`src/rtl/itermd_pkg.sv`:
```
package itermd_pkg;

    typedef enum logic [1:0] {
        ST_IDLE = 2'd0,
        ST_RUN  = 2'd1,
        ST_DONE = 2'd2
    } ctl_state_e;

    localparam logic OP_MUL = 1'b0;
    localparam logic OP_DIV = 1'b1;

    typedef struct packed {
        ctl_state_e st;
    } ctl_regs_t;

endpackage

```
`src/rtl/itermd_ctrl.sv`:
```
module itermd_ctrl
    import itermd_pkg::*;
(
    input  logic clk,
    input  logic rst_n,
    input  logic start_i,
    input  logic fin_i,
    output logic cap_o,
    output logic run_o,
    output logic stall_o
);

    ctl_regs_t r_d, r_q;

    always_comb begin
        r_d   = r_q;
        cap_o = 1'b0;
        run_o = 1'b0;
        unique case (r_q.st)
            ST_IDLE: begin
                if (start_i) begin
                    cap_o  = 1'b1;
                    r_d.st = fin_i ? ST_DONE : ST_RUN;
                end
            end
            ST_RUN: begin
                run_o = 1'b1;
                if (fin_i) r_d.st = ST_DONE;
            end
            ST_DONE: begin
                r_d.st = ST_IDLE;
            end
            default: r_d.st = ST_IDLE;
        endcase
        stall_o = cap_o | run_o;
    end

    always_ff @(posedge clk or negedge rst_n) begin
        if (!rst_n) r_q.st <= ST_IDLE;
        else        r_q    <= r_d;
    end

endmodule

```
`src/rtl/itermd_dpath.sv`:
```
module itermd_dpath
    import itermd_pkg::*;
#(
    parameter int WIDTH = 32
) (
    input  logic             clk,
    input  logic             rst_n,
    input  logic             cap_i,
    input  logic             run_i,
    input  logic             op_i,
    input  logic [WIDTH-1:0] a_i,
    input  logic [WIDTH-1:0] b_i,
    output logic             fin_o,
    output logic             op_div_o,
    output logic [WIDTH-1:0] lo_o,
    output logic [WIDTH-1:0] hi_o
);

    localparam logic [WIDTH-1:0] ONE  = {{(WIDTH-1){1'b0}}, 1'b1};
    localparam logic [WIDTH-1:0] ZERO = '0;

    typedef struct packed {
        logic             div;
        logic [WIDTH-1:0] opd;
        logic [WIDTH-1:0] acc;
        logic [WIDTH-1:0] cnt;
        logic [WIDTH-1:0] lo;
        logic [WIDTH-1:0] hi;
    } dp_regs_t;

    dp_regs_t r_d, r_q;
    logic [WIDTH-1:0] sum_w, diff_w, cnt_up_w;

    always_comb begin
        sum_w    = r_q.acc + r_q.opd;
        diff_w   = r_q.acc - r_q.opd;
        cnt_up_w = r_q.cnt + ONE;
        r_d      = r_q;
        fin_o    = 1'b0;
        if (cap_i) begin
            r_d.div = op_i;
            if (op_i == OP_MUL) begin
                r_d.opd = a_i;
                r_d.acc = ZERO;
                r_d.cnt = b_i;
                if (b_i == ZERO) begin
                    fin_o    = 1'b1;
                    r_d.lo   = ZERO;
                end
            end else begin
                r_d.opd = b_i;
                r_d.acc = a_i;
                r_d.cnt = ZERO;
                if (b_i == ZERO) begin
                    fin_o  = 1'b1;
                    r_d.lo = '1;
                    r_d.hi = a_i;
                end else if (a_i < b_i) begin
                    fin_o  = 1'b1;
                    r_d.lo = ZERO;
                    r_d.hi = a_i;
                end
            end
        end else if (run_i) begin
            if (r_q.div == OP_MUL) begin
                r_d.acc = sum_w;
                r_d.cnt = r_q.cnt - ONE;
                if (r_q.cnt == ONE) begin
                    fin_o  = 1'b1;
                    r_d.lo = sum_w;
                end
            end else begin
                r_d.acc = diff_w;
                r_d.cnt = cnt_up_w;
                if (diff_w < r_q.opd) begin
                    fin_o  = 1'b1;
                    r_d.lo = cnt_up_w;
                    r_d.hi = diff_w;
                end
            end
        end
    end

    always_ff @(posedge clk or negedge rst_n) begin
        if (!rst_n) r_q <= '0;
        else        r_q <= r_d;
    end

    assign op_div_o = r_q.div;
    assign lo_o     = r_q.lo;
    assign hi_o     = r_q.hi;

endmodule

```
`src/rtl/itermd_unit.sv`:
```
module itermd_unit
    import itermd_pkg::*;
#(
    parameter int WIDTH = 32
) (
    input  logic             clk,
    input  logic             rst_n,
    input  logic             start_i,
    input  logic             op_i,
    input  logic [WIDTH-1:0] a_i,
    input  logic [WIDTH-1:0] b_i,
    output logic             stall_o,
    output logic [WIDTH-1:0] lo_o,
    output logic [WIDTH-1:0] hi_o
);

    logic cap_w, run_w, fin_w, op_div_w;

    itermd_ctrl u_ctrl (
        .clk     (clk),
        .rst_n   (rst_n),
        .start_i (start_i),
        .fin_i   (fin_w),
        .cap_o   (cap_w),
        .run_o   (run_w),
        .stall_o (stall_o)
    );

    itermd_dpath #(.WIDTH(WIDTH)) u_dpath (
        .clk      (clk),
        .rst_n    (rst_n),
        .cap_i    (cap_w),
        .run_i    (run_w),
        .op_i     (op_i),
        .a_i      (a_i),
        .b_i      (b_i),
        .fin_o    (fin_w),
        .op_div_o (op_div_w),
        .lo_o     (lo_o),
        .hi_o     (hi_o)
    );

endmodule

```
`config.mk`:
```
export PLATFORM = sky130hd
export DESIGN_NAME = itermd_unit
export DESIGN_NICKNAME = d
export VERILOG_FILES = /design/src/rtl/itermd_pkg.sv /design/src/rtl/itermd_ctrl.sv /design/src/rtl/itermd_dpath.sv /design/src/rtl/itermd_unit.sv
export SDC_FILE = /design/constraint.sdc
export NUM_CORES = 1
export LEC_CHECK = 0
export ABC_AREA = 1
export BUFFER_PORTS_ARGS = -buffer_cell sky130_fd_sc_hd__buf_2
export CAP_MARGIN = 0
export CORE_MARGIN = 4
export CORE_UTILIZATION = 40
export CTS_BUF_LIST = sky130_fd_sc_hd__clkbuf_4 sky130_fd_sc_hd__clkbuf_8
export CTS_CLUSTER_SIZE = 12
export DETAILED_ROUTE_END_ITERATION = 12
export GPL_ROUTABILITY_DRIVEN = 0
export PLACE_DENSITY = 0.62
export REMOVE_ABC_BUFFERS = 1
export SLEW_MARGIN = 20
export SYNTH_ARGS = -nofsm -noshare
export SYNTH_HDL_FRONTEND = slang
export SYNTH_SLANG_ARGS = --single-unit
```
`constraint.sdc`:
```
create_clock -name clk -period 3.6 [get_ports clk]
set_clock_uncertainty 0.1 [all_clocks]
set_input_delay 0.18 -clock clk [delete_from_list [all_inputs] [get_ports clk]]
set_output_delay 0.18 -clock clk [all_outputs]
set_load 0.02 [all_outputs]
```
# Word level (Yosys, flattened, before mapping)
# Index checks and enable logic that the tools add are counted.
[totals]
elab_cells = 58
mem_count = 0
latchBits = 0
inputBits = 68
output_inout_bits = 65
ramBits = 0
reg_bits = 163
rom_bits = 0
[op_classes]
mul = 0
n_bitwise = 1
order_cmp = 2
n_div = 0
add_sub_neg = 4
eq_ne = 8
shift = 0
reduce_logical = 9
muxes = 27
[op_table]
columns = ["op", "n"]
rows = [
  ["128-bit two-way mux", 3],
  ["64-bit two-way mux", 3],
  ["32-bit two-way mux", 4],
  ["96-bit two-way mux", 1],
  ["32-bit < comparator", 2],
  ["32-bit by 1-bit adder with 32-bit output, second input constant", 1],
  ["32-bit adder", 1],
  ["32-bit by 1-bit == test with 1-bit output, second input constant", 1],
  ["32-bit zero test", 1],
  ["32-bit by 1-bit subtractor with 32-bit output, second input constant", 1],
  ["32-bit subtractor", 1],
  ["1-bit two-way mux", 12],
  ["5-bit AND reduction", 2],
  ["2-bit two-way mux", 3],
  ["2-bit nonzero test", 3],
  ["2-bit inequality test, second input constant", 2],
  ["2-bit case mux with 2 select lines", 1],
  ["3-bit by 1-bit inequality test with 1-bit output, second input constant", 1],
  ["3-bit by 2-bit inequality test with 1-bit output, second input constant", 1],
  ["3-bit inequality test, second input constant", 1],
  ["3-bit nonzero test", 1],
  ["2-bit by 1-bit == test with 1-bit output, second input constant", 1],
  ["2-bit zero test", 1],
  ["2-bit by 1-bit inequality test with 1-bit output, second input constant", 1],
  ["2 further kinds", 2],
]

# Longest topological paths before layout
# Gate-level depths: netlist of the first run.
[depth]
ltp_word = 9
ltp_mapped = 27
ltp_nobuf = 26

# Cells and area by module
# A second synthesis of the first run with hierarchy kept.
[unflattened]
hier_cells = 2621
area_unflattened_um2 = 16348.2
[by_module_without_submodules]
columns = ["module", "n_inst", "cells_each", "area_each_um2", "seq_area_each_um2"]
rows = [
  ["itermd_dpath", 1, 2609, 16254.3, 4028.9],
  ["itermd_ctrl", 1, 12, 93.8, 50.0],
]

# Least setup slack after synthesis of the first run
# No wires, ideal clock.
[synth_timing]
path_type = "register to register"
from = "reg u_dpath.r_q[96] (netlist bit)"
to = "reg u_dpath.r_q, in the netlist u_dpath.lo_o[28]"
path_stages_with_launch = 27
required_time_ns = 3.384
path_buffers = 1
setup_slack_ns = 0.211
arrival_time_ns = 3.173
period_less_slack_ns = 3.389
setup_ns = 0.116
cell_sequence = "dfrtp_1 -> inv_1 -> ha_1 -> inv_1 -> fa_1 -> nand3_1 -> nand2_1 -> nand2_1 -> nand2_1 -> nand3_1 -> nand2_1 -> nand2_1 -> nand3_1 -> and2_1 -> ha_1 -> nand2_1 -> nor2_1 -> nand4_1 -> nor4_1 -> nand2_1 -> nand3_1 -> nand2_1 -> nand2_2 -> nand2_4 -> buf_6 -> nand2_1 -> nand2_1"
[synth_between]
elab_chain_cells = 5
elab_cells_between_ends = 9
classes_between = "add/sub (2); order compare (1); eq/ne (1); mux (4); reduce/logical (1)"
[synth_lines]
columns = ["element", "line_no", "text"]
rows = [
  ["from (decl)", "itermd_dpath.sv:31", "dp_regs_t r_d, r_q;"],
  ["from (signal assigned)", "itermd_dpath.sv:86", "else r_q <= r_d;"],
  ["parallel branches: the longest is 5 deep, another holds 32-bit subtractor", "n/a", ""],
]
# Several ways; the timed one is not identified. The select of a mux whose other input is x is not followed.
# A chain may end at the register's enable or synchronous reset.

# Worst setup path after layout of the first run
[layout_timing]
from = "reg u_dpath.r_q[155] (netlist bit)"
to = "reg u_dpath.r_q, in the netlist u_dpath.hi_o[17]"
[layout_between]
elab_chain_cells = 4
[layout_lines]
columns = ["element", "line_no", "text"]
rows = [
  ["32-bit subtractor", "itermd_dpath.sv:36", "diff_w = r_q.acc - r_q.opd;"],
  ["32-bit < comparator (*)", "itermd_dpath.sv:75", "if (diff_w < r_q.opd) begin"],
  ["2-bit nonzero test (no source line) (*)", "n/a", ""],
  ["5-bit AND reduction (no source line) (*)", "n/a", ""],
]
# Every way passes the cells marked *; elsewhere a longest branch is shown, timed or not.

==> flow_summary.json, run 1 <==
{
  "crit_type": "reg2reg",
  "final_cell_mix": "nand2_1 (787), inv_1 (328), buf_4 (324)",
  "fin_crit_ps": 4076,
  "ys_ff_latch": 163,
  "fin_crit_sh_pct": 113.2,
  "num_antenna_cells": 0,
  "yosys_warnings": 0,
  "final_nets": 3304,
  "antenna_found_initial": 0,
  "cts_root_buf": "clkbuf_8",
  "insertion_delay_ps": 550,
  "grt.total_usage_pct": 31.55,
  "detail_route.wl_per_cell_um": 19.86,
  "post-route-cell-area_mm2": 0.02274,
  "crit_required_ps": 3990,
  "ios": 133,
  "setup_slack_ps": -475.7,
  "dr.pass1.iters": 8,
  "numCtsBuffers": 17,
  "start_kind": "register",
  "cp-end-kind": "register",
  "grt_pass1_vias": 19710,
  "hold_viol_final": 0,
  "rsz0062_at_grt": "yes",
  "die_area_mm2": 0.04488,
  "crit_fanout": 8,
  "dp_hpwl_mm": 51.54,
  "utilization_pct": 55.57,
  "placed_cell_area_mm2": 0.01911,
  "worst_setup_hold_path_clk_slew_ps": 100,
  "final_layout_size_suffix_gt1_share_pct": 27.02,
  "slew-limit-headroom_pct": 24.03,
  "syn_inst": 2683,
  "clock-sinks": 163,
  "setup_viol": 67,
  "violations": "negative setup slack",
  "antenna_left": 0,
  "core_area_mm2": 0.04092,
  "port_buffers": 132,
  "synthesis.area_mm2": 0.01662,
  "ys.flop_type": "dfrtp_1",
  "synth_cell_types": 50,
  "holdWs_ps": 37.79,
  "vias_per_cell": 5.582,
  "fill_cells": 3881,
  "area.growth.synth_to_final_pct": 36.83,
  "synth_edf_count": 0,
  "route.vias.total": 20390,
  "drt_iter0_markers": 2521,
  "drt-total-wl_mm": 72.55,
  "status": "finished, violations left",
  "arrival_ps": 4460,
  "grt.overflow.total": 0,
  "cts_buffer_depth": 2,
  "fp.dieW_um": 211.8,
  "place_ws_ps": -564.8,
  "grt_pass1_wl_mm": 110.2,
  "grt_max_degree": 84,
  "maxSlewViolCount": 0,
  "initial_core_util_pct": 40.61,
  "seq_area_frac_synth_pct": 24.54,
  "avgSynthCellArea_um2": 6.195,
  "die_h_um": 211.8,
  "worstMarginPinSlew_ps": 1140,
  "fmax_ghz": 0.2454,
  "hold_path_class": "in2reg",
  "ys_async_sr_fraction_pct": 100.0,
  "drc": 0,
  "mostFrequentLayoutCell": "nand2_1",
  "htree_levels": 4,
  "fp-row-count": 74,
  "cap_viol_max_count": 0,
  "cts_tree": "built"
}
==> state kept, by name (all words and copies together) (netlist names) <==
signal and cells:
u_dpath.op_div_o 1, u_dpath.r_q 96, u_dpath.lo_o 32, u_ctrl.r_q 2, u_dpath.hi_o 32
==> timing repair <==
item / 4_1_cts / 5_1_grt
pin swaps: 76 / 52
setup endpoints to repair: 66 / 68
hold buffers: 88 / 0
gates resized for setup: 231 / 129
buffers inserted: 65 / 19
endpoints found under the hold margin: 193 / 0
gates cloned: 8 / 1
==> routing by layer <==
metal / GRT usage, % / part of all wire [%] / up-vias / routed length (µm)
li1: - / - / 9422 / -
met1: 41.06 / 39 / 9552 / 28470
met2: 50.29 / 45 / 1154 / 32970
met3: 5.216 / 9.3 / 259 / 6743
met4: 16.86 / 6.0 / 0 / 4365
met5: 0 / 0 / - / 0
==> final timing paths <==
| check | cells past startpoint | slack (ps) | endpoint | from |
|---|---|---|---|---|
| worst min register to register | 2 | 390 | u_dpath.hi_o[14] | u_dpath.hi_o[14] |
| worst min-delay path | 5 | 40 | u_dpath.r_q[117] | a_i[21] |
| worst max-delay path | 23 | -480 | u_dpath.hi_o[17] | u_dpath.r_q[155] |
| min in group asynchronous | 2 | 170 | u_dpath.lo_o[9] | rst_n |
| worst max register to register | 23 | -480 | u_dpath.hi_o[17] | u_dpath.r_q[155] |
| max in group asynchronous | 3 | 2280 | u_dpath.r_q[108] | rst_n |
==> per-stage QoR <==
stage,cells,setup TNS [ps]
after floorplan,2510,-86830
final,3652,-27490
after global routing,3652,-37150
after detailed placement,3449,-34240
after CTS,3640,-17560
after global placement,3449,-27360
==> kinds of logic (layout without fill, tap and decap cells) <==
group                      Yosys count  in the layout  share of synthesized area (%)
DFF                                163            163                          24.54
muxes                                2              2                         0.1205
AOI/OAI and AO/OA                  415            415                          13.95
xor gates and xnor gates            37             37                          1.995
buffers and inverters              526            960                          13.90
adders and majority gates          129            129                          9.801
and+or+nand+nor                   1411           1414                          35.69
==> Yosys cell counts (all sizes together), types with 4 or more instances <==
| cell | n | share of area [%] |
|---|---|---|
| dfrtp | 163 | 25 |
| nand3 | 199 | 6.1 |
| a22oi | 15 | 0.68 |
| inv | 352 | 7.9 |
| buf | 129 | 4.9 |
| a211oi | 9 | 0.41 |
| o21bai | 7 | 0.32 |
| nor3 | 35 | 1.3 |
| nand2 | 880 | 20 |
| ha | 127 | 9.6 |
| o21a | 4 | 0.18 |
| and2 | 17 | 0.64 |
| xor2 | 35 | 1.9 |
| nand4 | 43 | 1.6 |
| nor4 | 7 | 0.26 |
| a31oi | 6 | 0.23 |
| clkbuf | 44 | 0.99 |
| o221ai | 31 | 1.6 |
| nor2 | 225 | 5.5 |
| a21oi | 191 | 5.8 |
| o21ai | 144 | 4.4 |
==> final cells by class <==
type / instances / area, µm² / area share [%]
inverters: 353 / 1328 / 5.837
repair buffers: 575 / 4507 / 19.82
clock inverters: 13 / 175.2 / 0.7702
clock buffers: 19 / 255.2 / 1.122
flip-flops and latches: 163 / 4080 / 17.94
well taps: 532 / 665.6 / 2.927
multi-input cells: 1997 / 11730 / 51.59
==> worst max-delay path, stage by stage (launching register included) <==
cell and delay, ps:
dfrtp_1 410, inv_1 80, ha_2 310, nand2_1 170, inv_1 90, a21oi_2 220
nand2_1 100, a21oi_2 150, nand3_1 110, and2_1 180, ha_1 300, nand2_2 100
nor2_4 40, buf_4 120, nand2_1 80, o211ai_1 190, nor2_2 210, buf_4 150
nand2_4 60, a21oi_4 240, buf_6 190, buf_12 170, nand3_2 130, nand2_1 100
Power of run 1 is not shown: default switching activity piles up to over one toggle a cycle in this logic, so the estimate is an artifact.
==> inputs of run 2 (changes only) <==
- ABC_AREA: 1 -> default
- PLACE_DENSITY: 0.62 -> 0.63
==> run 2 against run 1 <==
Net effect: the flow still finishes with violations (negative setup slack); highest routed layer unchanged; clock-buffer cell count unchanged; sequential share of layout area is 2.9 points higher; first-iteration DRC count shrank 45%; synthesized cell count down 30%; largest cell class unchanged; non-clock buffer count decreased by 18.
==> flow_summary.json, run 2 <==
{
  "drc": 0,
  "fill_cells": 3343,
  "worst_setup_hold_path_clk_slew_ps": 100,
  "antenna_found_initial": 0,
  "synth_top_area_cell": "dfrtp_1",
  "worstMarginPinSlew_ps": 1006,
  "crit_slowest_cell": "or3_4",
  "cts_tree": "built",
  "core_area_mm2": 0.03574,
  "synthTopCellsByCount": "nand2_1 (204), nor2_1 (185), a21oi_1 (167), dfrtp_1 (163)",
  "violations": "negative setup slack",
  "die_area_mm2": 0.03945,
  "antenna_left": 0,
  "crit_cells": 27,
  "numCtsBuffers": 17,
  "netlist_top_cells_area": "dfrtp_1 (28%), ha_1 (11%), a21oi_1 (5.8%)",
  "avgSynthCellArea_um2": 7.781,
  "start_kind": "register",
  "vias_per_cell": 5.743,
  "cts_root_buf": "clkbuf_8",
  "drt_iter0_markers": 1377,
  "grt_pass1_vias": 15450,
  "crit_type": "reg2reg",
  "status": "finished, violations left",
  "grt_max_degree": 58,
  "synth_top_cell_area_share_pct": 28.06,
  "seq_area_frac_synth_pct": 28.06,
  "crit_family": "compound AO/OA/AOI/OAI gates",
  "detail_route.wl_per_cell_um": 20.44,
  "top_register": "u_dpath.r_q",
  "maxSlewViolCount": 0,
  "path_buf_inv": 7,
  "ys_ff_latch": 163,
  "initial_core_util_pct": 40.67,
  "drt-total-wl_mm": 55.76,
  "holdWs_ps": 45.73,
  "timing.rr.end": "u_dpath.hi_o[23]",
  "largest_reg_flops": 96,
  "grt.total_usage_pct": 27.33,
  "dp.cells": 2587,
  "fin_crit_ps": 5291,
  "utilization_pct": 54.69,
  "hold_viol_final": 0,
  "rsz0062_at_grt": "yes",
  "cts_buffer_depth": 2,
  "cp-end-kind": "register",
  "place_ws_ps": -2180,
  "fp.dieW_um": 198.6,
  "fin_crit_sh_pct": 147.0,
  "die_h_um": 198.6,
  "final_cell_mix": "buf_4 (330), nand2_1 (203), dfrtp_1 (162)",
  "cap_viol_max_count": 0,
  "syn_inst": 1868,
  "insertion_delay_ps": 510,
  "yosys_warnings": 0,
  "final_nets": 2452,
  "area.growth.synth_to_final_pct": 34.48,
  "htree_levels": 4,
  "crit_fanout": 7,
  "regArea_mm2": 0.004080,
  "dr.pass1.iters": 7,
  "multiInputGateArea_mm2": 0.009711,
  "dp_hpwl_mm": 39.35,
  "r2r-start": "u_dpath.r_q[96]",
  "whs_path_depth": 4,
  "num_antenna_cells": 0,
  "crit_required_ps": 3930,
  "r2r_cells": 27,
  "grt.overflow.total": 0,
  "setup_slack_ps": -1691,
  "mostFrequentLayoutCell": "buf_4",
  "ios": 133,
  "slowest_delay_ps": 470,
  "final_layout_size_suffix_gt1_share_pct": 28.76,
  "yosysMostFrequentCell": "nand2_1",
  "hold_path_startpoint": "b_i[8]",
  "hold_end": "u_dpath.r_q[72]",
  "route.vias.total": 15670,
  "slew-limit-headroom_pct": 32.72,
  "ys_async_sr_fraction_pct": 100.0,
  "port_buffers": 132,
  "synthesis.area_mm2": 0.01454,
  "ys.flop_type": "dfrtp_1",
  "hold_path_class": "in2reg",
  "setup_viol": 68,
  "crit_top_cell": "buf_4",
  "ff2ff_setup_slack_ps": -1690,
  "synth_edf_count": 0,
  "clock-sinks": 163,
  "synth_cell_types": 78,
  "fin_cells": 2728,
  "fp-row-count": 69,
  "grt_pass1_wl_mm": 85.52,
  "arrival_ps": 5620,
  "fmax_ghz": 0.1890
}
## run 2: cell count changes in the layout (fill, tap and decap cells not counted), moves of 47 or more
cell,delta
a31oi_1,+47
xnor2_1,+77
nand3_1,-105
inv_1,-223
nand3_2,-62
nand2_2,-78
nand2_1,-584
## run 2: cell type report
cell class / instances / area share, %
clock buffers: 19 / 1.338
repair buffers: 557 / 22.13
well taps: 461 / 2.951
flip-flops and latches: 163 / 20.87
multi-input cells: 1401 / 49.68
clock inverters: 12 / 0.8001
inverters: 115 / 2.227
## run 2: worst max-delay path by stage
| stage | end | start | slack [ps] |
|---|---|---|---|
| floorplan | u_dpath.hi_o[10] | u_dpath.r_q[96] | -1960 |
| global placement | u_dpath.lo_o[22] | u_dpath.r_q[129] | -1930 |
| detailed placement | u_dpath.lo_o[7] | u_dpath.r_q[129] | -2180 |
| CTS | u_dpath.lo_o[16] | u_dpath.r_q[96] | -1590 |
| global route | u_dpath.hi_o[23] | u_dpath.r_q[96] | -1860 |
| finish | u_dpath.hi_o[23] | u_dpath.r_q[96] | -1690 |
## run 2: worst reg2reg max path: stages, from the launching register on
cell,delay [ps]
dfrtp_1,400
inv_2,90
ha_4,130
inv_2,30
fa_2,330
a21o_1,190
a31oi_1,170
buf_4,150
nor2_2,40
a221o_1,360
a311oi_2,220
buf_4,200
o211a_4,190
o21ba_4,140
xnor2_2,80
ha_1,300
and3_4,170
nand4_1,150
nor3_2,230
a2111oi_2,110
o211ai_1,140
a31o_2,160
buf_4,130
nor2_4,30
or3_4,470
buf_12,170
clkbuf_16,170
a31oi_1,160
## run 2: timing repair
item	4_1_cts	5_1_grt
pin swaps	36	36
setup buffers	30	17
endpoints found under the setup margin	72	76
hold endpoints to repair	165	0
hold buffers	62	0
gates resized for setup	85	75
gates cloned	5	4
## run 2: stage by stage
step	TNS, ps	instance area (µm²)
2_1_floorplan	-129750	13550
3_3_place_gp	-119830	17260
3_5_place_dp	-134820	17260
4_1_cts	-101730	19020
5_1_grt	-119930	19550
6_report	-105670	19550
## run 2: metal layers
layer | up-vias | track usage (%) | part of all wire (%)
met3 | 117 | 3.963 | 6.6
met2 | 653 | 46.38 | 48
met5 | - | 0 | 0
met1 | 7598 | 36.38 | 43
met4 | 0 | 7.877 | 2.8
li1 | 7300 | - | -
## run 2: kinds of logic after synthesis
family,count (synthesis),share of synthesized area (%)
compound gates,564,24.71
xor+xnor,104,6.267
fa+ha+maj,129,11.21
buf+inv,304,9.736
flops,163,28.06
mux,42,2.901
simple gates,562,17.11
Power of run 2 is left out for the same reason.
